--- src/rtl/sgs_pkg.sv ---
package sgs_pkg;
  typedef enum logic {
    SG_GATHER  = 1'b0,
    SG_SCATTER = 1'b1
  } sg_op_e;
endpackage

--- src/rtl/sgs_first_lane.sv ---
// Lowest-numbered set bit of a lane vector: fixes ascending element order.
module sgs_first_lane #(
  parameter int NL = 4,
  localparam int LW = (NL > 1) ? $clog2(NL) : 1
) (
  input  logic [NL-1:0] vec,
  output logic          found,
  output logic [LW-1:0] lane
);
  always_comb begin
    found = 1'b0;
    lane  = '0;
    for (int i = NL - 1; i >= 0; i--) begin
      if (vec[i]) begin
        found = 1'b1;
        lane  = LW'(i);
      end
    end
  end
endmodule

--- src/rtl/sgs_issue.sv ---
// Request side: walks the enabled elements and drives the scalar port.
module sgs_issue
  import sgs_pkg::*;
#(
  parameter int NL = 4,
  parameter int AW = 32,
  parameter int IW = 32,
  parameter int DW = 32,
  localparam int LW = (NL > 1) ? $clog2(NL) : 1
) (
  input  logic           clk,
  input  logic           rst,
  input  logic           launch,
  input  sg_op_e         launch_op,
  input  logic [NL-1:0]  launch_mask,
  input  logic [AW-1:0]  launch_base,
  input  logic [NL*IW-1:0] launch_idx,
  input  logic [NL*DW-1:0] launch_wdata,
  input  logic           mem_gnt,
  output logic           mem_req,
  output logic           mem_we,
  output logic [AW-1:0]  mem_addr,
  output logic [DW-1:0]  mem_wdata,
  output logic           last_grant
);
  logic [NL-1:0]    pend_q;
  logic [LW-1:0]    cur_lane;
  logic [AW-1:0]    base_q;
  logic [NL*IW-1:0] idx_q;
  logic [NL*DW-1:0] wd_q;

  logic [NL-1:0]    cand;
  logic             nxt_found;
  logic [LW-1:0]    nxt_lane;
  logic [IW-1:0]    idx_sel;
  logic [DW-1:0]    wd_sel;
  logic [AW-1:0]    nxt_addr;
  logic             granted;

  assign granted = mem_req && mem_gnt;

  always_comb begin
    if (launch) cand = launch_mask;
    else        cand = pend_q & ~(NL'(1) << cur_lane);
  end

  sgs_first_lane #(.NL(NL)) u_pick (
    .vec   (cand),
    .found (nxt_found),
    .lane  (nxt_lane)
  );

  always_comb begin
    if (launch) begin
      idx_sel  = launch_idx[int'(nxt_lane)*IW +: IW];
      wd_sel   = launch_wdata[int'(nxt_lane)*DW +: DW];
      nxt_addr = launch_base + AW'(idx_sel);
    end else begin
      idx_sel  = idx_q[int'(nxt_lane)*IW +: IW];
      wd_sel   = wd_q[int'(nxt_lane)*DW +: DW];
      nxt_addr = base_q + AW'(idx_sel);
    end
  end

  assign last_grant = granted && !nxt_found;

  always_ff @(posedge clk) begin
    if (rst) begin
      pend_q    <= '0;
      cur_lane  <= '0;
      base_q    <= '0;
      idx_q     <= '0;
      wd_q      <= '0;
      mem_req   <= 1'b0;
      mem_we    <= 1'b0;
      mem_addr  <= '0;
      mem_wdata <= '0;
    end else if (launch) begin
      base_q    <= launch_base;
      idx_q     <= launch_idx;
      wd_q      <= launch_wdata;
      pend_q    <= launch_mask;
      mem_we    <= (launch_op == SG_SCATTER);
      mem_req   <= nxt_found;
      cur_lane  <= nxt_lane;
      mem_addr  <= nxt_addr;
      mem_wdata <= wd_sel;
    end else if (granted) begin
      pend_q  <= cand;
      mem_req <= nxt_found;
      if (nxt_found) begin
        cur_lane  <= nxt_lane;
        mem_addr  <= nxt_addr;
        mem_wdata <= wd_sel;
      end
    end
  end

  AST_REQ_HOLD: assert property (@(posedge clk) disable iff (rst)
    (mem_req && !mem_gnt) |=> (mem_req && $stable(mem_addr) && $stable(mem_we) && $stable(mem_wdata)));
endmodule

--- src/rtl/sgs_collect.sv ---
// Response side: steers in-order read data into the result lanes.
module sgs_collect #(
  parameter int NL = 4,
  parameter int DW = 32,
  localparam int LW = (NL > 1) ? $clog2(NL) : 1
) (
  input  logic             clk,
  input  logic             rst,
  input  logic             launch,
  input  logic             launch_gather,
  input  logic [NL-1:0]    launch_mask,
  input  logic             mem_rvalid,
  input  logic [DW-1:0]    mem_rdata,
  output logic [NL*DW-1:0] result,
  output logic             last_resp
);
  logic [NL-1:0] rpend_q;
  logic          head_found;
  logic [LW-1:0] head_lane;
  logic          take;
  logic [NL-1:0] head_oh;

  sgs_first_lane #(.NL(NL)) u_head (
    .vec   (rpend_q),
    .found (head_found),
    .lane  (head_lane)
  );

  assign take      = mem_rvalid && head_found;
  assign head_oh   = NL'(1) << head_lane;
  assign last_resp = take && ((rpend_q & ~head_oh) == '0);

  always_ff @(posedge clk) begin
    if (rst)              rpend_q <= '0;
    else if (launch)      rpend_q <= launch_gather ? launch_mask : '0;
    else if (take)        rpend_q <= rpend_q & ~head_oh;
  end

  for (genvar g = 0; g < NL; g++) begin : g_lane
    logic [DW-1:0] lane_q;
    always_ff @(posedge clk) begin
      if (rst)                                   lane_q <= '0;
      else if (take && (head_lane == LW'(g)))    lane_q <= mem_rdata;
    end
    assign result[g*DW +: DW] = lane_q;
  end

  AST_RESULT_HOLD: assert property (@(posedge clk) disable iff (rst)
    !mem_rvalid |=> $stable(result));
endmodule

--- src/rtl/sgs_top.sv ---
module sgs_top
  import sgs_pkg::*;
#(
  parameter int NL = 4,
  parameter int AW = 32,
  parameter int IW = 32,
  parameter int DW = 32
) (
  input  logic             clk,
  input  logic             rst,
  input  logic             start,
  input  logic             op,
  input  logic [AW-1:0]    base,
  input  logic [NL*IW-1:0] idx_vec,
  input  logic [NL*DW-1:0] wdata_vec,
  input  logic [NL-1:0]    mask,
  output logic             mem_req,
  output logic             mem_we,
  output logic [AW-1:0]    mem_addr,
  output logic [DW-1:0]    mem_wdata,
  input  logic             mem_gnt,
  input  logic             mem_rvalid,
  input  logic [DW-1:0]    mem_rdata,
  output logic             busy,
  output logic             done,
  output logic [NL*DW-1:0] result
);
  sg_op_e op_in;
  sg_op_e op_q;
  logic   accept;
  logic   last_grant;
  logic   last_resp;
  logic   finish;

  assign op_in  = sg_op_e'(op);
  assign accept = start && !busy;
  assign finish = (op_q == SG_SCATTER) ? last_grant : last_resp;

  sgs_issue #(.NL(NL), .AW(AW), .IW(IW), .DW(DW)) u_issue (
    .clk          (clk),
    .rst          (rst),
    .launch       (accept),
    .launch_op    (op_in),
    .launch_mask  (mask),
    .launch_base  (base),
    .launch_idx   (idx_vec),
    .launch_wdata (wdata_vec),
    .mem_gnt      (mem_gnt),
    .mem_req      (mem_req),
    .mem_we       (mem_we),
    .mem_addr     (mem_addr),
    .mem_wdata    (mem_wdata),
    .last_grant   (last_grant)
  );

  sgs_collect #(.NL(NL), .DW(DW)) u_collect (
    .clk           (clk),
    .rst           (rst),
    .launch        (accept),
    .launch_gather (op_in == SG_GATHER),
    .launch_mask   (mask),
    .mem_rvalid    (mem_rvalid),
    .mem_rdata     (mem_rdata),
    .result        (result),
    .last_resp     (last_resp)
  );

  always_ff @(posedge clk) begin
    if (rst) begin
      busy <= 1'b0;
      done <= 1'b0;
      op_q <= SG_GATHER;
    end else begin
      done <= 1'b0;
      if (accept) begin
        op_q <= op_in;
        if (mask == '0) done <= 1'b1;
        else            busy <= 1'b1;
      end else if (busy && finish) begin
        busy <= 1'b0;
        done <= 1'b1;
      end
    end
  end

  AST_ZERO_MASK: assert property (@(posedge clk) disable iff (rst)
    (start && !busy && (mask == '0)) |=> (done && !busy && !mem_req));
  AST_BUSY_ON_START: assert property (@(posedge clk) disable iff (rst)
    (start && !busy && (mask != '0)) |=> (busy && mem_req));
  AST_DONE_IDLE: assert property (@(posedge clk) disable iff (rst)
    done |-> (!busy && !mem_req));
  AST_DONE_PULSE: assert property (@(posedge clk) disable iff (rst)
    (done && !start) |=> !done);
  AST_NO_REQ_IDLE: assert property (@(posedge clk) disable iff (rst)
    !busy |-> !mem_req);
endmodule

--- config.mk ---
export PLATFORM = sky130hd
export DESIGN_NAME = sgs_top
export DESIGN_NICKNAME = d
export VERILOG_FILES = /design/src/rtl/sgs_pkg.sv /design/src/rtl/sgs_first_lane.sv /design/src/rtl/sgs_issue.sv /design/src/rtl/sgs_collect.sv /design/src/rtl/sgs_top.sv
export SDC_FILE = /design/constraint.sdc
export NUM_CORES = 1
export LEC_CHECK = 0
export ABC_AREA = 0
export BUFFER_PORTS_ARGS = -buffer_cell sky130_fd_sc_hd__buf_4
export CAP_MARGIN = 10
export CELL_PAD_IN_SITES_DETAIL_PLACEMENT = 2
export CELL_PAD_IN_SITES_GLOBAL_PLACEMENT = 2
export CORE_ASPECT_RATIO = 0.7
export CORE_MARGIN = 1.5
export CORE_UTILIZATION = 34
export DETAILED_ROUTE_END_ITERATION = 10
export HOLD_SLACK_MARGIN = 0.12
export PLACE_DENSITY_LB_ADDON = 0.1
export SLEW_MARGIN = 20
export SYNTH_ARGS = -nofsm -noshare
export SYNTH_HDL_FRONTEND = slang
export SYNTH_SLANG_ARGS = --single-unit
--- constraint.sdc ---
create_clock -name clk -period 8.5 [get_ports clk]
set_input_delay 1.275 -clock clk [delete_from_list [all_inputs] [get_ports clk]]
set_output_delay 1.275 -clock clk [all_outputs]
set_load 0.005 [all_outputs]
* After elaboration in Yosys (flattened, before gate mapping)
Index checks and enable logic that the tools add are counted.
** Operators by class
- Add/sub/neg operators :: 2
- Eq/ne operators :: 4
- Shift operators :: 6
- Mux-type cells :: 42
- Bitwise logic cells :: 4
- Reduce and logical (&&, ||, !) cells :: 21
** Operators with widths (number)
- $shiftx A128 B8 Y32 :: 4
- $mux W32 :: 8
- $add A32 B32 Y32 :: 2
- $mux W4 :: 6
- $mux W2 :: 11
- $mux W1 :: 17
- $logic_and A1 B1 Y1 :: 10
- $and A4 B4 Y4 :: 2
- $logic_not A4 Y1 :: 2
- $not A4 Y4 :: 2
- $reduce_bool A2 Y1 :: 4
- $shl A1 B2 Y4 const A :: 2
- $eq A2 B2 Y1 const B :: 2
- $reduce_and A2 Y1 :: 2
- $eq A2 B1 Y1 const B :: 1
- $logic_not A1 Y1 :: 2
- $logic_not A2 Y1 :: 1
- $ne A2 B2 Y1 const B :: 1
** Storage, ports and cells
- Register bits :: 494
- Input bits :: 330
- Output and inout port bits :: 196
- Logic and storage cells :: 95

* Depth between registers and ports, before layout
Gate-level depths: netlist (run 1).
- Word-level depth :: 14
- Depth in mapped cells :: 23
- Gate-level depth less buffers :: 20

* Modules after synthesis
A second synthesis (run 1) with hierarchy kept.
** Second synthesis, totals
- Cell total of the unflattened synthesis :: 2626
- Area, all modules :: 24822.6 sq um
** Modules (own cells, without submodules)
- sgs_issue :: times used 1, cells each 2001, area each 19607.6 sq um, sequential area each 7206.9 sq um
- sgs_collect :: times used 1, cells each 597, area each 5007.3 sq um, sequential area each 2642.5 sq um
- sgs_top :: times used 1, cells each 14, area each 137.6 sq um, sequential area each 60.1 sq um
- sgs_first_lane :: times used 2, cells each 7, area each 35.0 sq um, sequential area each 0.0 sq um

* Worst setup path before layout (run 1)
No wires, ideal clock.
- Kind :: input to register
- From :: input start
- To :: register u_issue.mem_addr[30]
- Setup time :: 0.095 ns
- Arrival :: 5.119 ns
- Data required time :: 8.405 ns
- Slack :: 3.285 ns
- Stages :: 23
- Path buffers :: 4
- Cells stage by stage :: and3b_1 a31oi_2 inv_1 o21ai_1 and2_1 buf_2 buf_2 buf_2 buf_2 nand2_1 a31oi_1 ha_1 inv_1 fa_1 nand2b_1 a21oi_1 o311ai_0 a21oi_1 o311ai_0 a21oi_1 o22ai_1 xor2_1 a221oi_1
** Between the ends
- Cells in the longest elaborated chain, start to end :: 12
- Elaborated cells between the ends (all ways) :: 21
- Classes of those cells :: add/sub: 2; shift: 2; mux: 13; reduce/logical: 4
** Ends and longest elaborated chain
- start: declaration :: RTL line sgs_top.sv:11 : input logic start,
- $logic_and A1 B1 Y1 (*) :: RTL line sgs_top.sv:36 : assign accept = start && !busy;
- $mux W4 :: RTL line sgs_issue.sv:43 : if (launch) cand = launch_mask;
- $mux W2 (4 in a row) :: RTL line sgs_first_lane.sv:14 : if (vec[i]) begin
- $shiftx A128 B8 Y32 (on tied branches) :: RTL line sgs_issue.sv:59, sgs_issue.sv:55
- $add A32 B32 Y32 (on tied branches) :: RTL line sgs_issue.sv:61, sgs_issue.sv:57
- $mux W32 :: RTL line sgs_issue.sv:54 : if (launch) begin
- $mux W32 :: RTL line sgs_issue.sv:91 : if (nxt_found) begin
- $mux W32 :: RTL line sgs_issue.sv:88 : end else if (granted) begin
- $mux W32 :: RTL line sgs_issue.sv:78 : end else if (launch) begin
- end signal: assignment :: RTL line sgs_issue.sv:86 : mem_addr <= nxt_addr;
- end signal: assignment :: RTL line sgs_issue.sv:93 : mem_addr <= nxt_addr;
- end: declaration :: RTL line sgs_issue.sv:22 : output logic [AW-1:0] mem_addr,
Every way passes the cells marked *; elsewhere a longest branch is shown, timed or not. The select of a mux whose other input is x is not followed.
A chain may end at the register's enable or synchronous reset.

* Worst setup path after layout (run 1)
Ends and elaborated chain as after synthesis.

==> results.py, run 1 <==
metrics = {
    "final_layout": {
        "multi_input_area_um2": 13300,
        "syn_to_final_growth_pct": 26.1,
        "drive_gt1_share_pct": 20.5,
        "register_area_um2": 9890,
        "design_area_um2": 30500,
        "layout.nets": 3857,
        "fill_cells": 7958,
        "fin_util_pct": 43.5,
    },
    "pwr": {
        "leakagePower_nw": 12.2,
        "peakVddDrop_uv": 167,
        "power_per_cell_area_nw_per_um2": 232,
    },
    "global_route": {
        "grt_first_pass_wirelength_um": 161000,
        "grt_max_degree": 213,
        "grt_overflow": 0,
        "antenna_found_initial": 18,
        "grt_pass1_vias": 26200,
        "grt_use_total_pct": 28.8,
    },
    "synthesis": {
        "synth_top_cells_by_count": "nand2_1, dfxtp_1, a21oi_1",
        "ys_seq_elements": 494,
        "syn_nets": 3484,
        "ys_top_cells_by_area": "dfxtp_1, nand2_1, a21oi_1",
        "synthArstFlopShare_pct": 0,
        "ys.flop_type": "dfxtp_1",
        "synth_top_family_by_area": "simple AND/OR/NAND/NOR gates",
        "netlist_instances": 3086,
        "synthDistinctLibCells": 68,
        "synth-simple-area-share_pct": 21.6,
        "synth_compound_area_share_pct": 19.8,
        "synth_mux_area_share_pct": 8.04,
        "yosys.area.top_type": "dfxtp_1",
        "synth_top_area_share_pct": 40.9,
        "synth.most_common_cell": "nand2_1",
        "ys_seq_area_share_pct": 40.9,
        "synth_edf_count": 0,
        "yosys_warnings": 0,
        "synth_area_um2": 24200,
        "synthXorXnorAreaFrac_pct": 1.95,
        "syn_area_per_cell_um2": 7.84,
        "synth_fa_ha_area_share_pct": 3.58,
    },
    "drt": {
        "drt-total-wl_um": 108000,
        "dr.max_layer_used": "met5",
        "wl_met3_um": 6830,
        "wl_met1_um": 49700,
        "postRouteAntennaNets": 0,
        "wl_met2_um": 48500,
        "vias": 24600,
        "wl_per_cell_um": 24.3,
        "drc_errors": 0,
        "viasPerCell": 5.52,
        "first_pass_iters": 5,
        "drt_iter0_drc": 1461,
    },
    "timing": {
        "fin_skew_ns": 0.0280,
        "period_minus_slack_ns": 6.62,
        "finalCritPeriodShare_pct": 77.9,
        "maxSlewViolCount": 0,
        "slew_headroom_pct": 29.4,
        "worst_slew_pin_slew_ns": 1.06,
        "fmax_mhz": 151,
        "rsz0062_at_grt": "false",
        "setup_viol": 0,
        "hold_viol": 0,
        "setup_tns_ns": 0,
    },
    "worst_hold_path": {
        "holdPathStages": 2,
        "hp-class": "flop to flop",
        "hp-start": "u_issue.idx_q[122]$_SDFFE_PP0N_",
    },
    "clocking": {
        "clock_latency_ns": 0.64,
        "clkTransAtPathRegs_ns": 0.06,
        "cts_htree_levels": 2,
        "clk_path_buf_depth": 3,
        "cts_tree": "built",
        "cts.sinks": 494,
        "clock-root-buffer": "clkbuf_16",
        "ctsHoldBuffers": 0,
        "post_cts_buffers": 0,
        "cts_resized": 0,
        "cts_made_buffers": 53,
    },
    "die": {
        "dieHeight_um": 226,
        "ios": 526,
        "die_area_um2": 72800,
        "initial_utilization_pct": 34.5,
        "core.rowCount": 81,
        "core_um2": 70100,
        "die_w_um": 322,
    },
    "status": {
        "status": "finished, final reports clean",
    },
    "setup_path": {
        "cp_max_fo": 66,
        "crit_path_start": "start",
        "critPathLaunchType": "primary input",
        "worst_r2r_path_depth": 18,
        "critPathArrivalTime_ns": 7.17,
        "worst_ep_required_time_ns": 9.04,
        "reg2reg_from": "busy$_SDFFE_PP0P_",
        "crit_path_end_kind": "flop",
        "path_class": "primary input to flop",
    },
    "placed_design": {
        "detailedPlacementHpwl_um": 79400,
        "numPortBuffers": 525,
        "gp_congestion": 0.913,
        "post_dp_cell_area_um2": 28700,
    },
    "flow_run": {
        "cap_violations": 0,
    },
}
## cell usage in the layout, fill, tap and decap left out, drive strengths merged, types with 8 or more instances in the layout
| cell | instances |
|---|---|
| a211oi | 119 |
| a21o | 21 |
| a21oi | 483 |
| a221oi | 11 |
| a311oi | 12 |
| a31oi | 70 |
| and2 | 67 |
| buf | 555 |
| clkbuf | 86 |
| dfxtp | 494 |
| diode | 9 |
| ha | 66 |
| inv | 21 |
| mux2i | 49 |
| mux4 | 64 |
| nand2 | 1042 |
| nand2b | 9 |
| nand3 | 12 |
| nand3b | 8 |
| nand4 | 8 |
| nor2 | 96 |
| nor3 | 20 |
| o21a | 8 |
| o21ai | 42 |
| xnor2 | 27 |
| xor2 | 27 |
## kinds of logic (layout without fill, tap and decap cells)
| family | after synthesis | after routing |
|---|---|---|
| AOI/OAI and AO/OA | 809 | 809 |
| DFF | 494 | 494 |
| adders and majority gates | 68 | 68 |
| buffers and inverters | 256 | 670 |
| xor gates and xnor gates | 54 | 54 |
| other | 0 | 9 |
| muxes | 113 | 113 |
| and+or+nand+nor | 1292 | 1292 |
## sequential cells by signal (all words and copies together), names as in the netlist
name and flops:
u_issue.pend_q 4, u_collect.rpend_q 4, u_issue.mem_we 1, u_issue.mem_wdata 32, u_issue.mem_addr 32, u_collect.g_lane.lane_q 128
u_issue.wd_q 128, done 1, busy 1, u_issue.idx_q 128, u_issue.cur_lane 2, u_issue.base_q 32
u_issue.mem_req 1
## through the flow
stage | hold slack, ns | worst slack [ns] | power [mW] | instances
floorplan | 0.432 | 3.29 | 3.83 | 3086
global placement | 0.438 | 1.54 | 4.59 | 4358
detailed placement | 0.449 | 1.31 | 4.69 | 4358
CTS | 0.457 | 1.97 | 7.13 | 4454
global route | 0.471 | 1.51 | 7.41 | 4461
finish | 0.456 | 1.88 | 7.08 | 4463
## worst paths after layout
kind	end	slack (ns)
setup / recovery	u_issue.mem_addr[30]$_SDFFE_PP0P_	1.88
hold reg to reg	u_issue.idx_q[122]$_SDFFE_PP0N_	0.46
hold / removal	u_issue.idx_q[122]$_SDFFE_PP0N_	0.46
setup reg to reg	u_issue.mem_addr[30]$_SDFFE_PP0P_	2.03
## cell type report
class / instances / area share, %
clock inverters: 10 / 0.472
well taps: 954 / 3.91
diodes: 9 / 0.0738
inverters: 19 / 0.234
multi-input cells: 2336 / 43.7
flip-flops and latches: 494 / 32.4
clock buffers: 86 / 5.31
repair buffers: 555 / 13.8
## per-layer routing
metal  GRT usage (%)  vias to the layer above
met4            9.27                       10
met1            40.3                    12500
met3            5.28                      177
met2            44.6                      625
li1                -                    11400
met5               0                        -
## power by group
part | internal (mW) | switching (mW) | total (mW) | leakage (nW)
Sequential | 2.47 | 0.125 | 2.60 | 4.04
Combinational | 0.790 | 1.28 | 2.07 | 7.30
Clock | 1.36 | 1.05 | 2.41 | 0.868
## worst max-delay path, cell delays in order
cell,delay [ns]
buf_4,0.14
nand2b_4,0.58
mux2i_1,0.52
o21ai_1,0.27
nand2_4,0.48
buf_4,0.42
and2_1,0.18
a211oi_1,0.05
a31oi_1,0.27
ha_1,0.35
a21oi_1,0.30
nor2b_1,0.08
a211oi_1,0.64
a31o_2,0.37
nor3b_1,0.09
a2111oi_0,0.59
xnor2_1,0.18
nand2_1,0.07
a221oi_1,0.24
Power figures use the tool's default switching activity.
==> inputs of run 2 (changes only) <==
--- a/config.mk
+++ b/config.mk
@@ -12,7 +12,7 @@
 export CELL_PAD_IN_SITES_GLOBAL_PLACEMENT = 2
 export CORE_ASPECT_RATIO = 0.7
 export CORE_MARGIN = 1.5
-export CORE_UTILIZATION = 34
+export CORE_UTILIZATION = 31
 export DETAILED_ROUTE_END_ITERATION = 10
 export HOLD_SLACK_MARGIN = 0.12
 export PLACE_DENSITY_LB_ADDON = 0.1
==> constraint.sdc (replaced) <==
create_clock -name clk -period 6.9 [get_ports clk]
set_input_delay 1.035 -clock clk [delete_from_list [all_inputs] [get_ports clk]]
set_output_delay 1.035 -clock clk [all_outputs]
set_load 0.005 [all_outputs]
==> run 2 against run 1 <==
First-iteration DRC count shrank 18%. Via count shrank 1.8%. Sequential share of layout area shrank 0.26 points. Die area increased by 9.6%. Non-clock buffer count rose by 3. Critical path depth shrank 2.
==> results.py, run 2 (synthesis results as in run 1) <==
metrics = {
    "clocking": {
        "cts_made_buffers": 54,
        "clk_path_buf_depth": 3,
        "post_cts_buffers": 0,
        "cts.sinks": 494,
        "ctsHoldBuffers": 0,
        "clock-root-buffer": "clkbuf_16",
        "cts_resized": 0,
        "clkTransAtPathRegs_ns": 0.07,
        "cts_htree_levels": 2,
        "clock_latency_ns": 0.64,
        "cts_tree": "built",
    },
    "setup_path": {
        "crit_path_end_kind": "flop",
        "reg2reg_from": "busy$_SDFFE_PP0P_",
        "worst_ep_required_time_ns": 7.44,
        "path_class": "flop to flop",
        "cp_max_fo": 54,
        "critPathArrivalTime_ns": 6.40,
        "critPathLaunchType": "flop",
        "crit_path_start": "busy$_SDFFE_PP0P_",
    },
    "die": {
        "dieHeight_um": 237,
        "initial_utilization_pct": 31.4,
        "core_um2": 77100,
        "die_area_um2": 79800,
        "core.rowCount": 85,
        "ios": 526,
        "die_w_um": 337,
    },
    "pwr": {
        "p_seq_share_pct": 36.5,
        "leakagePower_nw": 12.3,
        "power_per_cell_area_nw_per_um2": 284,
        "netSwitchingFraction_pct": 34.0,
        "power_mw": 8.72,
        "peakVddDrop_uv": 166,
        "p_clk_share_pct": 34.8,
        "intPower_mw": 5.75,
        "power.share.combinational_pct": 28.7,
        "switching_power_mw": 2.96,
    },
    "flow_run": {
        "cap_violations": 0,
    },
    "drt": {
        "vias": 24200,
        "drt-total-wl_um": 104000,
        "viasPerCell": 5.30,
        "first_pass_iters": 5,
        "drt_iter0_drc": 1202,
        "postRouteAntennaNets": 0,
        "wl_per_cell_um": 22.9,
        "drc_errors": 0,
    },
    "timing": {
        "period_minus_slack_ns": 5.85,
        "fmax_mhz": 171,
        "fin_skew_ns": 0.0206,
        "holdWs_ns": 0.455,
        "worst_slew_pin_slew_ns": 1.06,
        "maxSlewViolCount": 0,
        "finalCritPeriodShare_pct": 84.8,
        "rsz0062_at_grt": "false",
        "setup_ws_ns": 1.05,
        "setup_tns_ns": 0,
        "hold_viol": 0,
        "setup_viol": 0,
        "slew_headroom_pct": 29.4,
    },
    "final_layout": {
        "drive_gt1_share_pct": 20.8,
        "fin_util_pct": 39.9,
        "register_area_um2": 9890,
        "layout.nets": 3861,
        "syn_to_final_growth_pct": 27.1,
        "fill_cells": 8748,
        "multi_input_area_um2": 13300,
        "final_common_cell": "nand2_1",
        "final_cell_mix": "nand2_1, buf_4, dfxtp_1, a21oi_1, a211oi_1",
        "reg_top3": "u_collect.g_lane.lane_q (128), u_issue.idx_q (128), u_issue.wd_q (128)",
    },
    "placed_design": {
        "numPortBuffers": 525,
        "dpl_worst_slack_ns": 0.442,
        "gp_congestion": 0.897,
        "detailedPlacementHpwl_um": 75300,
    },
    "global_route": {
        "grt_first_pass_wirelength_um": 157000,
        "grt_pass1_vias": 25900,
        "antenna_found_initial": 18,
        "grt_use_total_pct": 25.4,
        "use_met2_pct": 42.4,
        "grt_overflow": 0,
        "grt_use_met3_pct": 4.78,
        "met1_usage_pct": 32.9,
        "grt_max_degree": 188,
        "grt-busiest-layer": "met2",
    },
    "status": {
        "status": "finished, final reports clean",
    },
    "worst_hold_path": {
        "hp-class": "flop to flop",
        "hp-start": "u_issue.wd_q[79]$_SDFFE_PP0N_",
    },
}
## run 2: cell count changes in the layout (fill, tap and decap cells not counted), sizes merged
cell      change
buf           +3
clkinvlp      +2
clkinv        +8
bufinv        +2
diode         +5
clkbuf       -11
## run 2: path summary, 6_finish.rpt
check | slack (ns) | to | depth (start not counted)
setup / recovery | 1.05 | u_issue.mem_addr[23]$_SDFFE_PP0P_ | 17
hold / removal | 0.45 | u_issue.wd_q[79]$_SDFFE_PP0N_ | 2
hold reg to reg | 0.45 | u_issue.wd_q[79]$_SDFFE_PP0N_ | 2
setup reg to reg | 1.05 | u_issue.mem_addr[23]$_SDFFE_PP0P_ | 17
## run 2: area by class of cell
type,count,share of cell area [%]
multi-input combinational,2336,43.4
sequential,494,32.2
timing repair buffer,558,13.9
clock buffer,75,5.04
tap,1044,4.25
clock inverter,22,0.842
inverter,19,0.232
antenna,14,0.114
## run 2: per-stage QoR
stage,instance area (um2),std cells
2_1_floorplan,24200,3086
3_3_place_gp,28900,4451
3_5_place_dp,28900,4451
4_1_cts,30700,4548
5_1_grt,30700,4562
6_report,30700,4562
## run 2: power groups by stage
| stage | Combinational, mW | Sequential (mW) | Clock (mW) |
|---|---|---|---|
| 3_5_place_dp | 2.48 | 3.24 | 0 |
| 3_3_place_gp | 2.41 | 3.23 | 0 |
| 2_1_floorplan | 1.52 | 3.20 | 0 |
| 4_1_cts | 2.50 | 3.18 | 3.13 |
| 5_1_grt | 2.72 | 3.21 | 3.24 |
| 6_report | 2.50 | 3.19 | 3.03 |
## run 2: metal layers
layer	wire length, um	vias up
met5	38	-
met4	3080	6
met3	5060	156
met2	49700	487
met1	46400	12200
li1	-	11300
## run 2: critical path, cell delays in order (launching register included)
cell and delay, ns:
dfxtp_1 0.48, nand2b_4 0.37, mux2i_1 0.49, o21ai_1 0.27, nand2_4 0.42, buf_4 0.54
and2_1 0.21, a211oi_1 0.05, a31oi_1 0.24, ha_1 0.39, nand4_1 0.27, or3_1 0.44
a21oi_1 0.47, nor2_1 0.23, o21ai_0 0.31, xor2_1 0.19, nand2_1 0.07, a221oi_1 0.29
==> inputs of run 3 (changes only) <==
--- a/config.mk
+++ b/config.mk
@@ -12,7 +12,7 @@
 export CELL_PAD_IN_SITES_GLOBAL_PLACEMENT = 2
 export CORE_ASPECT_RATIO = 0.7
 export CORE_MARGIN = 1.5
-export CORE_UTILIZATION = 31
+export CORE_UTILIZATION = 28
 export DETAILED_ROUTE_END_ITERATION = 10
 export HOLD_SLACK_MARGIN = 0.12
 export PLACE_DENSITY_LB_ADDON = 0.1
==> constraint.sdc (replaced) <==
create_clock -name clk -period 5 [get_ports clk]
set_input_delay 0.75 -clock clk [delete_from_list [all_inputs] [get_ports clk]]
set_output_delay 0.75 -clock clk [all_outputs]
set_load 0.005 [all_outputs]
==> run 3 against run 2 <==
Die area increased by 11%. Non-clock buffer count increased by 210. Clock skew decreased by 0.0087 ns. Power increased by 45%. Maximum frequency increased by 23%. Cell area increased by 6.0%. Critical path depth increased by 3. Cell count increased by 6.8%. Global-route usage decreased by 1.2 points.
==> results.py, run 3 (synthesis results as in run 1) <==
metrics = {
    "global_route": {
        "grt_max_degree": 121,
        "antenna_found_initial": 17,
        "grt_pass1_vias": 27500,
        "grt_first_pass_wirelength_um": 167000,
        "grt_use_total_pct": 24.2,
        "grt_overflow": 0,
    },
    "flow_run": {
        "cap_violations": 0,
    },
    "die": {
        "dieHeight_um": 249,
        "ios": 526,
        "die_area_um2": 88200,
        "core.rowCount": 89,
        "initial_utilization_pct": 28.5,
        "die_w_um": 354,
        "core_um2": 85000,
    },
    "drt": {
        "drc_errors": 0,
        "drt-total-wl_um": 110000,
        "vias": 25000,
        "wl_per_cell_um": 22.5,
        "viasPerCell": 5.13,
        "postRouteAntennaNets": 0,
        "drt_iter0_drc": 1155,
        "first_pass_iters": 5,
    },
    "setup_path": {
        "worst_r2r_path_depth": 20,
        "critPathArrivalTime_ns": 5.29,
        "crit_top_cell": "buf_4",
        "path_class": "flop to flop",
        "max_stage_delay_ns": 0.44,
        "crit_path_end_kind": "flop",
        "critPathLaunchType": "flop",
        "cp_max_fo": 14,
        "cp_cell_sequence": "and3b_1, a31oi_2, inv_1, o21ai_1, buf_4, and2_4, buf_4, mux2i_1, mux2i_1, buf_4, ha_1, a21oi_2, o2111ai_1, o22ai_2, a31oi_4, a211oi_4, o31ai_2, a221oi_1, xnor2_1, a221oi_2",
        "worst_ep_required_time_ns": 5.54,
        "slowest_stage": "a211oi_4",
    },
    "timing": {
        "hold_viol": 0,
        "setup_viol": 0,
        "setup_tns_ns": 0,
        "fin_skew_ns": 0.0119,
        "worst_slew_pin_slew_ns": 0.960,
        "slew_headroom_pct": 36.0,
        "finalCritPeriodShare_pct": 95.0,
        "maxSlewViolCount": 0,
        "period_minus_slack_ns": 4.75,
        "rsz0062_at_grt": "false",
        "fmax_mhz": 210,
    },
    "status": {
        "status": "finished, final reports clean",
    },
    "placed_design": {
        "detailedPlacementHpwl_um": 81500,
        "gp_congestion": 0.887,
        "numPortBuffers": 525,
    },
    "pwr": {
        "p_seq_share_pct": 34.6,
        "power_mw": 12.7,
        "leakagePower_nw": 13.3,
        "switching_power_mw": 4.29,
        "power_per_cell_area_nw_per_um2": 389,
        "netSwitchingFraction_pct": 33.9,
        "peakVddDrop_uv": 276,
        "p_clk_share_pct": 33.3,
        "intPower_mw": 8.38,
        "power.share.combinational_pct": 32.1,
    },
    "clocking": {
        "cts_htree_levels": 2,
        "cts_tree": "built",
        "clock_latency_ns": 0.64,
        "ctsHoldBuffers": 0,
        "clkTransAtPathRegs_ns": 0.06,
        "cts.sinks": 494,
        "clock-root-buffer": "clkbuf_16",
        "clk_path_buf_depth": 3,
        "cts_made_buffers": 54,
    },
    "final_layout": {
        "reg_top3": "u_collect.g_lane.lane_q (128), u_issue.idx_q (128), u_issue.wd_q (128)",
        "fill_cells": 9667,
        "layout.nets": 4071,
        "drive_gt1_share_pct": 25.5,
        "syn_to_final_growth_pct": 34.8,
        "final_common_cell": "nand2_1",
        "final_cell_mix": "nand2_1, buf_4, dfxtp_1, a21oi_1, a211oi_1",
    },
    "worst_hold_path": {
        "hp-class": "primary input to flop",
        "holdPathStages": 3,
    },
}
-- run 3: final timing paths --
path	startpoint	endpoint	slack (ns)
min reg2reg	u_collect.g_lane[2].lane_q[11]$_SDFFE_PP0P_	u_collect.g_lane[2].lane_q[11]$_SDFFE_PP0P_	0.46
min	wdata_vec[60]	u_issue.wd_q[60]$_SDFFE_PP0N_	0.37
max reg2reg	busy$_SDFFE_PP0P_	u_issue.mem_addr[31]$_SDFFE_PP0P_	0.25
max	busy$_SDFFE_PP0P_	u_issue.mem_addr[31]$_SDFFE_PP0P_	0.25
-- run 3: critical path: cells and delay by family (launching register included) --
kind	cells	cell delay (ns)
AOI/OAI and AO/OA	10	2.36
adders and majority gates	1	0.28
and+or+nand+nor	2	0.54
DFF	1	0.40
xor gates and xnor gates	1	0.12
muxes	2	0.31
buffers and inverters	4	0.60
-- run 3: final cells by class --
| type | instances | area, um2 | share of cell area [%] |
|---|---|---|---|
| clock buffer | 80 | 1590 | 4.88 |
| tap | 1137 | 1420 | 4.36 |
| inverter | 19 | 71.3 | 0.219 |
| antenna | 15 | 37.5 | 0.115 |
| clock inverter | 21 | 245 | 0.752 |
| multi-input combinational | 2336 | 13400 | 41.1 |
| timing repair buffer | 768 | 5950 | 18.2 |
| sequential | 494 | 9890 | 30.3 |
-- run 3: what timing repair did --
item,CTS,global route
resized for setup,0,17
endpoints found under the setup margin,0,13
setup buffers,0,3
-- run 3: per-layer routing --
metal  vias to the layer above  global-route usage (%)  share of wire, %
met3                       134                    4.07               4.4
li1                      11800                       -                 -
met1                     12600                    31.0                44
met4                         0                    7.28               2.8
met2                       463                    41.4                48
met5                         -                       0                 0
-- run 3: power by group through the flow --
| stage | Combinational [mW] | Clock (mW) | Sequential (mW) |
|---|---|---|---|
| finish | 4.07 | 4.22 | 4.38 |
| floorplan | 2.10 | 0 | 4.41 |
| global placement | 3.91 | 0 | 4.45 |
| global route | 4.43 | 4.52 | 4.41 |
| CTS | 4.07 | 4.36 | 4.38 |
| detailed placement | 4.04 | 0 | 4.47 |
-- run 3: per-stage QoR --
stage	cell area (um2)	std cells	hold slack (ns)	util (%)	worst slack, ns
2_1_floorplan	24200	3086	0.432	-	0.310
3_3_place_gp	30600	4750	0.438	36.0	-0.0786
3_5_place_dp	30600	4750	0.447	36.0	-0.353
4_1_cts	32400	4851	0.318	38.2	0.0744
5_1_grt	32600	4870	0.338	38.4	0.0136
6_report	32600	4870	0.368	38.4	0.249
